[src/rtl/rxo_pkg.sv]
package rxo_pkg;
  typedef enum logic [1:0] {
    ST_IDLE,
    ST_START,
    ST_DATA,
    ST_STOP
  } rx_state_e;

  function automatic logic maj3(input logic a, input logic b, input logic c);
    return (a & b) | (a & c) | (b & c);
  endfunction
endpackage

[src/rtl/rxo_sync.sv]
module rxo_sync #(
  parameter int STAGES = 2
) (
  input  logic clk,
  input  logic rst_n,
  input  logic d,
  output logic q
);
  logic [STAGES-1:0] chain;

  always_ff @(posedge clk or negedge rst_n) begin
    if (!rst_n) chain <= '1;
    else        chain <= {chain[STAGES-2:0], d};
  end

  assign q = chain[STAGES-1];
endmodule

[src/rtl/rxo_core.sv]
module rxo_core
  import rxo_pkg::*;
#(
  parameter int DATA_W = 8,
  parameter int OVS    = 16
) (
  input  logic              clk,
  input  logic              rst_n,
  input  logic              tick,
  input  logic              din,
  output logic              done,
  output logic [DATA_W-1:0] data,
  output logic              stop_bad
);
  localparam int SW = $clog2(OVS + 1);
  localparam int BW = (DATA_W > 1) ? $clog2(DATA_W) : 1;
  localparam int MID = OVS / 2;
  localparam logic [SW-1:0] S_MID0 = SW'(MID);
  localparam logic [SW-1:0] S_MID1 = SW'(MID + 1);
  localparam logic [SW-1:0] S_MID2 = SW'(MID + 2);
  localparam logic [SW-1:0] S_V0   = SW'(MID - 5);
  localparam logic [SW-1:0] S_V1   = SW'(MID - 3);
  localparam logic [SW-1:0] S_V2   = SW'(MID - 1);
  localparam logic [SW-1:0] S_LAST = SW'(OVS - 1);
  localparam logic [SW-1:0] S_FULL = SW'(OVS);
  localparam logic [BW-1:0] B_LAST = BW'(DATA_W - 1);

  rx_state_e         state;
  logic [SW-1:0]     slot, age;
  logic [SW-1:0]     cur_slot, cur_age, resync_slot;
  logic [1:0]        ones, vote, sv;
  logic [BW-1:0]     bit_idx;
  logic [DATA_W-1:0] shreg;
  logic              bit_done, prev_bit, prev_smp, edge_seen;
  logic              mid_maj, st_maj, fall;

  always_comb begin
    cur_slot    = slot + 1'b1;
    cur_age     = (age == S_FULL) ? age : age + 1'b1;
    resync_slot = (cur_age > S_LAST) ? S_LAST : cur_age;
    mid_maj     = maj3(vote[0], vote[1], din);
    st_maj      = maj3(sv[0], sv[1], din);
    fall        = prev_smp & ~din;
  end

  always_ff @(posedge clk or negedge rst_n) begin
    if (!rst_n) begin
      state     <= ST_IDLE;
      slot      <= '0;
      age       <= '0;
      ones      <= '0;
      vote      <= '0;
      sv        <= '0;
      bit_idx   <= '0;
      shreg     <= '0;
      bit_done  <= 1'b0;
      prev_bit  <= 1'b0;
      prev_smp  <= 1'b1;
      edge_seen <= 1'b0;
      done      <= 1'b0;
      data      <= '0;
      stop_bad  <= 1'b0;
    end else begin
      done <= 1'b0;
      if (tick) begin
        prev_smp <= din;
        case (state)
          ST_IDLE: begin
            ones <= din ? ((ones == 2'd3) ? 2'd3 : ones + 2'd1) : 2'd0;
            if (!din && ones == 2'd3) begin
              state <= ST_START;
              slot  <= SW'(1);
            end
          end
          ST_START: begin
            slot <= cur_slot;
            if (cur_slot == S_V0) sv[0] <= din;
            if (cur_slot == S_V1) sv[1] <= din;
            if (cur_slot == S_V2 && st_maj) begin
              state <= ST_IDLE;
              ones  <= 2'd0;
            end
            if (cur_slot == S_FULL) begin
              state     <= ST_DATA;
              slot      <= '0;
              bit_idx   <= '0;
              bit_done  <= 1'b0;
              prev_bit  <= 1'b0;
              edge_seen <= 1'b0;
            end
          end
          default: begin
            slot <= cur_slot;
            if (fall && !edge_seen) begin
              edge_seen <= 1'b1;
              age       <= SW'(1);
            end else begin
              age <= cur_age;
            end
            if (cur_slot == S_MID0) vote[0] <= din;
            if (cur_slot == S_MID1) vote[1] <= din;
            if (cur_slot == S_MID2 && !bit_done) begin
              bit_done <= 1'b1;
              if (state == ST_DATA) begin
                shreg     <= {mid_maj, shreg[DATA_W-1:1]};
                prev_bit  <= mid_maj;
                edge_seen <= 1'b0;
                if (prev_bit && !mid_maj && edge_seen) slot <= resync_slot;
              end else begin
                done     <= 1'b1;
                data     <= shreg;
                stop_bad <= ~mid_maj;
                state    <= ST_IDLE;
                ones     <= 2'd0;
              end
            end
            if (cur_slot == S_FULL && state == ST_DATA) begin
              slot     <= '0;
              bit_done <= 1'b0;
              if (bit_idx == B_LAST) state <= ST_STOP;
              else                   bit_idx <= bit_idx + 1'b1;
            end
          end
        endcase
      end
    end
  end
endmodule

[src/rtl/rxo_buffer.sv]
module rxo_buffer #(
  parameter int DATA_W = 8
) (
  input  logic              clk,
  input  logic              rst_n,
  input  logic              load,
  input  logic [DATA_W-1:0] load_data,
  input  logic              load_ferr,
  input  logic              rd_ready,
  output logic              valid,
  output logic [DATA_W-1:0] data,
  output logic              ferr,
  output logic              ovr
);
  logic take;
  assign take = valid & rd_ready;

  always_ff @(posedge clk or negedge rst_n) begin
    if (!rst_n) begin
      valid <= 1'b0;
      data  <= '0;
      ferr  <= 1'b0;
      ovr   <= 1'b0;
    end else begin
      if (take) ovr <= 1'b0;
      if (load && (!valid || take)) begin
        valid <= 1'b1;
        data  <= load_data;
        ferr  <= load_ferr;
      end else if (load) begin
        ovr <= 1'b1;
      end else if (take) begin
        valid <= 1'b0;
      end
    end
  end
endmodule

[src/rtl/rxo_top.sv]
module rxo_top #(
  parameter int DATA_W = 8,
  parameter int OVS    = 16,
  parameter int SYNC_N = 2
) (
  input  logic              clk,
  input  logic              rst_n,
  input  logic              tick16,
  input  logic              rxd,
  input  logic              irq_en,
  input  logic              out_ready,
  output logic              out_valid,
  output logic [DATA_W-1:0] out_data,
  output logic              frame_err,
  output logic              overrun,
  output logic              irq
);
  logic              rx_s;
  logic              char_done;
  logic [DATA_W-1:0] char_data;
  logic              char_ferr;

  rxo_sync #(.STAGES(SYNC_N)) u_sync (
    .clk(clk), .rst_n(rst_n), .d(rxd), .q(rx_s)
  );

  rxo_core #(.DATA_W(DATA_W), .OVS(OVS)) u_core (
    .clk(clk), .rst_n(rst_n), .tick(tick16), .din(rx_s),
    .done(char_done), .data(char_data), .stop_bad(char_ferr)
  );

  rxo_buffer #(.DATA_W(DATA_W)) u_buf (
    .clk(clk), .rst_n(rst_n), .load(char_done), .load_data(char_data),
    .load_ferr(char_ferr), .rd_ready(out_ready), .valid(out_valid),
    .data(out_data), .ferr(frame_err), .ovr(overrun)
  );

  assign irq = out_valid & irq_en;
endmodule

[config.mk]
export PLATFORM = sky130hd
export DESIGN_NAME = rxo_top
export DESIGN_NICKNAME = d
export VERILOG_FILES = /design/src/rtl/rxo_pkg.sv /design/src/rtl/rxo_sync.sv /design/src/rtl/rxo_core.sv /design/src/rtl/rxo_buffer.sv /design/src/rtl/rxo_top.sv
export SDC_FILE = /design/constraint.sdc
export NUM_CORES = 1
export LEC_CHECK = 0
export ABC_AREA = 1
export BUFFER_PORTS_ARGS = -buffer_cell sky130_fd_sc_hd__buf_2
export CAP_MARGIN = 20
export CORE_ASPECT_RATIO = 0.9
export CORE_MARGIN = 4
export CORE_UTILIZATION = 47
export CTS_BUF_LIST = sky130_fd_sc_hd__clkbuf_8
export DETAILED_ROUTE_END_ITERATION = 16
export PLACE_DENSITY = 0.63
export SYNTH_ARGS = -nofsm -noshare
export SYNTH_HDL_FRONTEND = slang
export SYNTH_HIERARCHICAL = 1
export SYNTH_SLANG_ARGS = --single-unit
[constraint.sdc]
create_clock -name clk -period 2.2 [get_ports clk]
set_input_delay 0.11 -clock clk [delete_from_list [all_inputs] [get_ports clk]]
set_output_delay 0.11 -clock clk [all_outputs]
set_load 0.02 [all_outputs]
# == Word level (Yosys, flattened, before mapping) ==
# Cells that the tools add are included.
# totals
reg_bits,56
in_bits,6
out_inout_bits,12
wordCells,149
# op_classes
add_sub_neg,4
order_cmp,1
n_eq_ne,19
muxes,48
n_bitwise,18
reduce_logical,37
# op_table
cell,n
two-way mux 5 bit,9
two-way mux 2 bit,11
two-way mux 1 bit,18
AND reduction 3 bit,6
AND reduction 4 bit,4
== test 5 x 4 -> 1 bit (second input constant),3
adder 5 x 1 -> 5 bit (second input constant),2
== test 5 x 3 -> 1 bit (second input constant),2
== test 5 bit (second input constant),2
one-hot mux 5 bit (2 select lines),1
AND reduction 5 bit,2
AND 1 bit,9
two-way mux 3 bit,3
logical AND 1 bit,8
!= test 2 x 1 -> 1 bit (second input constant),4
one-hot mux 2 bit (2 select lines),2
nonzero test 2 bit,4
one-hot mux 1 bit (2 select lines),3
one-hot mux 3 bit (2 select lines),1
AND reduction 2 bit,3
nonzero test 3 bit,2
== test 5 x 2 -> 1 bit (second input constant),1
> comparator 5 x 4 -> 1 bit (second input constant),1
logical NOT 1 bit,5
13 further kinds,21

# == Longest topological paths before layout ==
# Gate-level depths: netlist (run 1).
# logic_depth
word_depth,11
depth_mapped,13
ltp_nobuf,13

# == By module ==
# Netlist (run 1), hierarchy kept.
# modules_own_cells
mod,n_inst,cells_each,area_each_um2,seq_area_each_um2
rxo_core,1,320,2560.0,1077.3
rxo_buffer,1,50,452.9,275.3
rxo_sync,1,2,52.6,52.6
rxo_top,1,2,7.5,0.0

# == Worst setup path before layout (run 1) ==
# OpenSTA, ideal clock, no wires.
# synth_path
path_kind,reg2reg
startpoint,register u_core.slot[0]
endpoint,register u_core.data[0]
setup_ns,0.125
t_arrival_ns,1.653
required_time_ns,2.075
setup_slack_ns,0.422
path_stages_with_launch,10
n_path_buf,0
synth_period_minus_slack_ns,1.778
path_cell_list,dfrtp_1 -> ha_1 -> inv_1 -> nand2_2 -> nand2_4 -> nand3_2 -> inv_2 -> nand2_4 -> nor2_4 -> mux2_2
# synth_between
elab_chain_len,4
# synth_lines
element,line,rtl
from (decl),rxo_core.sv:29,"logic [SW-1:0] slot, age;"
from (signal assigned),rxo_core.sv:76,slot <= cur_slot;
from (signal assigned),rxo_core.sv:93,slot <= cur_slot;
from (signal assigned),rxo_core.sv:108,if (prev_bit && !mid_maj && edge_seen) slot <= resync_slot;
adder 5 x 1 -> 5 bit,rxo_core.sv:38,cur_slot = slot + 1'b1;
== test 5 x 4 -> 1 bit,rxo_core.sv:102,if (cur_slot == S_MID2 && !bit_done) begin
logical AND 1 bit,rxo_core.sv:102,
AND reduction 4 bit (no line),n/a,
to (signal assigned),rxo_core.sv:111,data <= shreg;
to (decl),rxo_core.sv:12,"output logic [DATA_W-1:0] data,"
# No other way between the ends.
# A chain may end at the register's enable or synchronous reset.

# == Worst setup path after layout (run 1) ==
# layout_path
startpoint,register u_core.slot[0]
endpoint,register u_core.data[1]
# The elaborated chain is that of the path after synthesis.

==> impl_metrics.tcl, run 1 <==
set metrics [dict create \
    status "complete, no violations" \
    arrival_ns 2.21 \
    drc 0 \
    syn_inst 374 \
    fin_nets 421 \
    stdcell_count 488 \
    die_h_um 84.7 \
    critPathRequiredTime_ns 2.40 \
    avgSynthCellArea_um2 8.22 \
    synth_xor_area_share_pct 0.285 \
    drt_first_iter_violations 195 \
    relSlewSlack_pct 61.4 \
    endpoint_kind "flip-flop" \
    hold_viol 0 \
    holdWs_ns 0.0395 \
    grt_first_pass_wirelength_um 11100 \
    vias_per_cell 5.14 \
    fillers 613 \
    power_mw 3.90 \
    cts_sinks 56 \
    yosys_warnings 6 \
    synthArstFlopShare_pct 100 \
    initial_utilization_pct 49.4 \
    p_per_area_nw_per_um2 1160 \
    synth_nets 395 \
    cts_setup_buffers 0 \
    start_kind "flip-flop" \
    synth_mux_area_share_pct 1.47 \
    path_clk_slew_ns 0.10 \
    synthAdderAreaFrac_pct 6.11 \
    worstHoldPathType "in2reg" \
    irDropWorstVdd_mv 0.553 \
    pin_count 18 \
    max_freq_mhz 498 \
    synth-seq-cells 56 \
    synth_compound_area_share_pct 9.65 \
    dr_total_vias 2506 \
    grt_start_max_net_pins 26 \
    placed_cell_area_um2 3250 \
    worst_pin_slew_ns 0.578 \
    dp_cells 478 \
    design_area_um2 3360 \
    synth_flop_cell "dfrtp_1" \
    num_antenna_cells 0 \
    grt_usage_pct 17.3 \
    rrSetupSlack_ns 0.19 \
    clockRootBuffer "clkbuf_8" \
    ys_types 33 \
    synth-simple-area-share_pct 28.8 \
    fin_crit_ns 2.01 \
    p_leak_nw 1.79 \
    yosysSeqAreaShare_pct 45.7 \
    die_w_um 93.2 \
    final_cell_mix "nand2_1 (94), dfrtp_1 (53), inv_1 (46)" \
    place_hpwl_um 4850 \
    finalSetupTns_ns 0 \
    gp_congestion 0.853 \
    synth_edf_count 0 \
    netlist_area_um2 3070 \
    fin_skew_ns 0.00906 \
    port_buffers 17 \
    numCtsBuffers 5 \
    clk_path_buf_depth 2 \
    grt_pass1_vias 2318 \
    antenna_found_initial 0 \
    htree_levels 2 \
    cts_resized 0 \
    clock_latency_ns 0.31 \
    drive_above_1_share_pct 16.0 \
    max-cap-violations 0 \
    critPathKind "reg2reg" \
    die_area_um2 7900 \
    overflow 0 \
    crit_path_max_fanout 10 \
    core-area_um2 6220 \
    final_max_slew_viol_count 0 \
    final_common_cell "nand2_1" \
    ant_nets 0 \
    wl_um 6360 \
    synth_top_family_by_area "simple AND/OR/NAND/NOR gates" \
    routedWlPerCell_um 13.0 \
    drt-pass1-iter-count 5 \
    setup_viol 0 \
    fin_crit_sh_pct 91.3 \
    tritoncts "yes" \
    rows 27 \
    area_delta_synth_final_pct 9.36 \
    rsz0062_at_grt "false" \
]
final cells by class:
class | count | area [um2] | share of cell area (%)
Multi-Input combinational cell | 263 | 1420 | 42.4
Sequential cell | 56 | 1410 | 41.8
Inverter | 49 | 184 | 5.47
Tap cell | 87 | 109 | 3.24
Clock buffer | 5 | 68.8 | 2.05
Clock inverter | 3 | 20.0 | 0.596
Timing Repair Buffer | 25 | 150 | 4.47
Yosys cell counts (4+ instances only):
library cell	count	area, um2
a21oi_1	17	85.1
ha_1	15	188
mux2_2	4	45.0
nand2_1	94	353
dfrtp_1	53	1330
nand4_1	8	50.1
inv_1	45	169
o21ai_0	15	75.1
buf_6	5	56.3
nand2_4	4	45.0
nand3_1	34	170
nand2_2	6	37.5
o22ai_1	4	25.0
nor2_1	36	135
o21ai_2	4	35.0
logic make-up (layout without fill, tap and decap cells):
family	after synthesis	after routing
flops	56	56
mux	4	4
xor+xnor	1	1
fa+ha+maj	15	15
simple gates	193	193
buf+inv	55	82
compound gates	50	50
metrics by stage:
step / setup slack [ns] / util (%)
finish: 0.192 / 54.1
global route: 0.0309 / 54.1
CTS: 0.186 / 54.1
detailed placement: 0.200 / 52.3
global placement: 0.276 / 52.3
floorplan: 0.422 / -
final timing paths:
| kind | start | endpoint | cells past startpoint |
|---|---|---|---|
| max in group asynchronous | rst_n | u_core/prev_smp$_DFFE_PN1P_ | 3 |
| min reg2reg | u_sync/chain[0]$_DFF_PN1_ | u_sync/chain[1]$_DFF_PN1_ | 0 |
| max | u_core/slot[0]$_DFFE_PN0P_ | u_core/data[1]$_DFFE_PN0P_ | 8 |
| max reg2reg | u_core/slot[0]$_DFFE_PN0P_ | u_core/data[1]$_DFFE_PN0P_ | 8 |
| min in group asynchronous | rst_n | u_core/shreg[2]$_DFFE_PN0P_ | 2 |
| min | out_ready | u_buf/ovr$_DFF_PN0_ | 4 |
what timing repair did:
item,in CTS,in global routing
hold buffers,2,0
endpoints found under the hold margin,24,0
setup endpoints to repair,0,0
per-layer routing:
layer  vias up  share of wire [%]  GRT usage (%)
li1       1262                  -              -
met1      1167                 51           27.2
met5         -                  0              0
met4         0                1.5           4.39
met3        12                5.7           3.23
met2        65                 42           24.4
registers in the layout, indices dropped and copies added (netlist names), 2 cells and up:
register,count
u_core/shreg,8
u_core/sv,2
u_core/vote,2
u_sync/chain,2
u_core/ones,2
u_core/slot,5
u_core/state,2
u_core/data,8
u_core/age,5
u_core/bit_idx,3
u_buf/data,8
critical path, stage by stage, from the launching register on:
cell,delay (ns)
dfrtp_1,0.54
ha_1,0.27
nand2_1,0.12
nand2_4,0.13
nand3_2,0.10
inv_2,0.10
nand2_4,0.09
nor2_4,0.19
mux2_2,0.36
report_power, final:
part / leakage (nW) / internal (mW) / switching (mW)
sequential: 0.729 / 1.30 / 0.280
clock: 0.0455 / 0.223 / 0.340
combinational: 1.02 / 0.610 / 1.15
total: 1.79 / 2.13 / 1.77
(Power assumes the default switching activity.)
==> inputs of run 2 (changes only) <==
Settings changed: CTS_BUF_LIST sky130_fd_sc_hd__clkbuf_8 to sky130_fd_sc_hd__clkbuf_2.
==> run 2 against run 1 <==
Sequential power about the same. Clock power fell by 26%. Die area is the same. Clock skew up 0.015 ns. Setup slack got worse by 0.038 ns. Sequential share of layout area is 0.28 points higher.
==> impl_metrics.tcl, run 2 (same netlist as run 1, synthesis figures left out) <==
set metrics [dict create \
    critPathRequiredTime_ns 2.58 \
    placed_cell_area_um2 3250 \
    holdWs_ns 0.131 \
    die_w_um 93.2 \
    endpoint_kind "flip-flop" \
    start_kind "flip-flop" \
    grt_first_pass_wirelength_um 11100 \
    clockRootBuffer "clkbuf_2" \
    max-cap-violations 0 \
    crit_end "u_core/data[1]$_DFFE_PN0P_" \
    wl_um 6440 \
    routedWlPerCell_um 13.1 \
    drt_first_iter_violations 211 \
    critPathKind "reg2reg" \
    stdcell_count 490 \
    antenna_found_initial 0 \
    cts_setup_buffers 0 \
    final_max_slew_viol_count 0 \
    place_hpwl_um 4850 \
    top_regs "u_buf/data x8, u_core/data x8, u_core/shreg x8" \
    rows 27 \
    initial_utilization_pct 49.4 \
    pre_cts_ws_ns 0.200 \
    drive_above_1_share_pct 16.1 \
    clk_path_buf_depth 2 \
    relSlewSlack_pct 61.0 \
    overflow 0 \
    port_buffers 17 \
    slowest_stage "dfrtp_1" \
    dp_cells 478 \
    rr_startpoint "u_core/slot[0]$_DFFE_PN0P_" \
    finalSetupTns_ns 0 \
    num_antenna_cells 0 \
    drt-pass1-iter-count 5 \
    cp_cell_sequence "ha_1 -> nand2_1 -> nand2_4 -> nand3_2 -> inv_2 -> nand2_4 -> nor2_4 -> mux2_2" \
    die_h_um 84.7 \
    tritoncts "yes" \
    design_area_um2 3340 \
    area_delta_synth_final_pct 8.63 \
    grt_usage_pct 17.5 \
    crit_path_max_fanout 10 \
    final_cell_mix "nand2_1 (94), dfrtp_1 (53), inv_1 (45)" \
    p_per_area_nw_per_um2 1120 \
    power_mw 3.75 \
    rrSetupSlack_ns 0.15 \
    p_leak_nw 1.78 \
    crit_start "u_core/slot[0]$_DFFE_PN0P_" \
    dr_total_vias 2524 \
    rr_worst_depth 8 \
    gp_congestion 0.853 \
    worstHoldPathType "in2async" \
    fin_skew_ns 0.0244 \
    fin_nets 423 \
    holdBufCountCts 4 \
    fin_crit_sh_pct 93.0 \
    rsz0062_at_grt "false" \
    cts_resized 0 \
    grt_start_max_net_pins 26 \
    setup_viol 0 \
    irDropWorstVdd_mv 0.554 \
    slowest_delay_ns 0.60 \
    ant_nets 0 \
    die_area_um2 7900 \
    cts_sinks 56 \
    crit_top_cell "nand2_4" \
    core-area_um2 6220 \
    status "complete, no violations" \
    arrival_ns 2.43 \
    htree_levels 2 \
    pin_count 18 \
    max_freq_mhz 489 \
    r2r-end "u_core/data[1]$_DFFE_PN0P_" \
    final_common_cell "nand2_1" \
    postLayoutSetupSlackWorst_ns 0.154 \
    drc 0 \
    path_clk_slew_ns 0.29 \
    grt_pass1_vias 2340 \
    hold_viol 0 \
    utilization_pct 53.7 \
    fin_crit_ns 2.05 \
    worst_pin_slew_ns 0.584 \
    numCtsBuffers 5 \
    vias_per_cell 5.15 \
    clock_latency_ns 0.45 \
]
[run 2: cell count changes in the layout (fill, tap and decap cells not counted), sizes merged]
cell         change
clkbuf           +1
dlygate4sd3      +2
inv              -1
[run 2: worst min-delay path by stage]
| stage | from | to | depth (start not counted) |
|---|---|---|---|
| global route | rst_n | u_core/data[0]$_DFFE_PN0P_ | 2 |
| finish | rst_n | u_core/data[0]$_DFFE_PN0P_ | 2 |
| CTS | rst_n | u_core/shreg[3]$_DFFE_PN0P_ | 2 |
| global placement | rst_n | u_core/shreg[3]$_DFFE_PN0P_ | 1 |
| detailed placement | rst_n | u_core/shreg[3]$_DFFE_PN0P_ | 1 |
| floorplan | rst_n | u_buf/data[0]$_DFFE_PN0P_ | 0 |
[run 2: layout make-up]
cell class              count  area (um2)
clock buffers               6        30.0
well taps                  87         109
clock inverters             2        16.3
multi-input cells         263        1420
fillers                   619        2880
flip-flops and latches     56        1410
inverters                  49         184
repair buffers             27         170
[run 2: critical path, delay by kind of cell (launching register included)]
kind	cells	cell delay [ns]
fa+ha+maj	1	0.28
buf+inv	1	0.10
simple gates	5	0.65
mux	1	0.36
flops	1	0.60
[run 2: report_power, final]
group / switching, mW / total, mW / internal, mW / leakage [nW]
sequential: 0.281 / 1.58 / 1.29 / 0.729
clock: 0.329 / 0.414 / 0.0851 / 0.0292
combinational: 1.15 / 1.76 / 0.612 / 1.02
[run 2: layer usage]
metal	part of all wire [%]	GRT usage, %
met1	51	27.0
met2	41	24.2
met3	5.1	3.67
met4	1.9	5.33
met5	0	0
==> inputs of run 3 (changes only) <==
Settings changed: BUFFER_PORTS_ARGS -buffer_cell sky130_fd_sc_hd__buf_2 to not set, DONT_BUFFER_PORTS set to 1, PLACE_DENSITY 0.63 to 0.61.
==> run 3 against run 2 <==
Utilization down 0.91 points. Power up 0.18%. Cell count down 3.3%. Combinational power about the same. Sequential power about the same. Final area down 1.7%. Setup slack better by 0.064 ns. Sequential share of layout area up 0.76 points. Clock skew up 0.017 ns. Critical path type unchanged. Largest cell class unchanged. Highest routed layer unchanged.
==> impl_metrics.tcl, run 3 (same netlist as run 1, synthesis figures left out) <==
set metrics [dict create \
    cts_setup_buffers 0 \
    dr_total_vias 2414 \
    routedWlPerCell_um 13.4 \
    initial_utilization_pct 49.4 \
    start_kind "flip-flop" \
    relSlewSlack_pct 74.4 \
    critPathRequiredTime_ns 2.59 \
    placed_cell_area_um2 3170 \
    clock_latency_ns 0.45 \
    wl_um 6350 \
    worst_pin_slew_ns 0.383 \
    fillers 609 \
    design_area_um2 3280 \
    grt_first_pass_wirelength_um 10800 \
    pin_count 18 \
    drt-pass1-iter-count 4 \
    arrival_ns 2.37 \
    p_leak_nw 1.71 \
    top_layer_used "met4" \
    tritoncts "yes" \
    drc 0 \
    port_buffers 0 \
    met3_length_um 243 \
    clockRootBuffer "clkbuf_2" \
    fin_skew_ns 0.0412 \
    vias_per_cell 5.09 \
    final_common_cell "nand2_1" \
    critPathKind "reg2reg" \
    max-cap-violations 0 \
    gp_congestion 0.897 \
    stdcell_count 474 \
    clk_path_buf_depth 2 \
    grt_start_max_net_pins 57 \
    endpoint_kind "flip-flop" \
    utilization_pct 52.8 \
    overflow 0 \
    crit_path_max_fanout 10 \
    pre_cts_ws_ns 0.199 \
    cts_sinks 56 \
    cp_cell_sequence "ha_1 -> inv_1 -> nand2_2 -> nand2_4 -> nand3_2 -> inv_2 -> nand2_4 -> nor2_4 -> mux2_2" \
    top_regs "u_buf/data x8, u_core/data x8, u_core/shreg x8" \
    antenna_found_initial 0 \
    hold_viol 0 \
    place_hpwl_um 4680 \
    holdWs_ns 0.155 \
    worstHoldPathType "in2async" \
    irDropWorstVdd_mv 0.538 \
    postLayoutSetupSlackWorst_ns 0.218 \
    drive_above_1_share_pct 12.9 \
    rows 27 \
    fin_crit_ns 1.98 \
    status "complete, no violations" \
    path_clk_slew_ns 0.30 \
    p_per_area_nw_per_um2 1150 \
    slowest_delay_ns 0.55 \
    fin_nets 407 \
    setup_viol 0 \
    final_cell_mix "nand2_1 (94), dfrtp_1 (52), inv_1 (45)" \
    final_max_slew_viol_count 0 \
    power_mw 3.76 \
    die_h_um 84.7 \
    met2WireLength_um 2700 \
    num_antenna_cells 0 \
    slowest_stage "dfrtp_2" \
    crit_top_cell "nand2_4" \
    htree_levels 2 \
    core-area_um2 6220 \
    drt_first_iter_violations 182 \
    wl_met1_um 3360 \
    grt_usage_pct 17.0 \
    rsz0062_at_grt "false" \
    die_w_um 93.2 \
    numCtsBuffers 5 \
    fin_crit_sh_pct 90.1 \
    max_freq_mhz 505 \
    finalSetupTns_ns 0 \
    ant_nets 0 \
    grt_pass1_vias 2202 \
    area_delta_synth_final_pct 6.80 \
    die_area_um2 7900 \
    dp_cells 461 \
]
-- run 3: changes by cell type in the layout (fill, tap and decap cells not counted) --
cell / delta
buf_2: -17
dfrtp_2: +1
inv_6: +1
buf_16: +1
dfrtp_1: -1
clkinv_2: +1
clkbuf_2: -1
clkinv_4: -1
-- run 3: power by group --
part / total [mW] / switching, mW / internal [mW] / leakage (nW)
logic: 1.76 / 1.14 / 0.620 / 0.949
registers: 1.59 / 0.289 / 1.30 / 0.728
clock network: 0.412 / 0.332 / 0.0805 / 0.0294
total: 3.76 / 1.76 / 2.00 / 1.71
-- run 3: layout make-up --
type                    count  area, um2  area share (%)
clock buffers               5       25.0           0.762
inverters                  49        184            5.60
repair buffers             11        113            3.43
well taps                  87        109            3.32
flip-flops and latches     56       1410            42.9
clock inverters             3       21.3           0.648
multi-input cells         263       1420            43.4
-- run 3: worst max-delay path: cells and delay by family, from the launching register on --
kind / cells / cell delay (ns)
simple gates: 5 / 0.56
flops: 1 / 0.55
mux: 1 / 0.36
fa+ha+maj: 1 / 0.27
buf+inv: 2 / 0.16
-- run 3: worst paths after layout --
check	from	to	slack (ns)	cells after the start
min	rst_n	u_core/prev_bit$_DFFE_PN0P_	0.15	2
max reg2reg	u_core/slot[0]$_DFFE_PN0P_	u_core/data[7]$_DFFE_PN0P_	0.22	9
max in group asynchronous	rst_n	u_sync/chain[1]$_DFF_PN1_	1.70	2
max	u_core/slot[0]$_DFFE_PN0P_	u_core/data[7]$_DFFE_PN0P_	0.22	9
min reg2reg	u_sync/chain[0]$_DFF_PN1_	u_sync/chain[1]$_DFF_PN1_	0.38	0
min in group clk	rxd	u_sync/chain[0]$_DFF_PN1_	0.19	1
-- run 3: metal layers --
metal,GRT usage [%],vias to the layer above
met5,0,-
met4,3.60,0
met3,2.96,4
met2,24.2,42
met1,26.7,1138
li1,-,1230
-- run 3: what timing repair did --
action | in CTS | in global routing
endpoints found under the setup margin | 0 | 3
hold buffers | 5 | 0
hold endpoints to repair | 77 | 0
resized for setup | 0 | 1
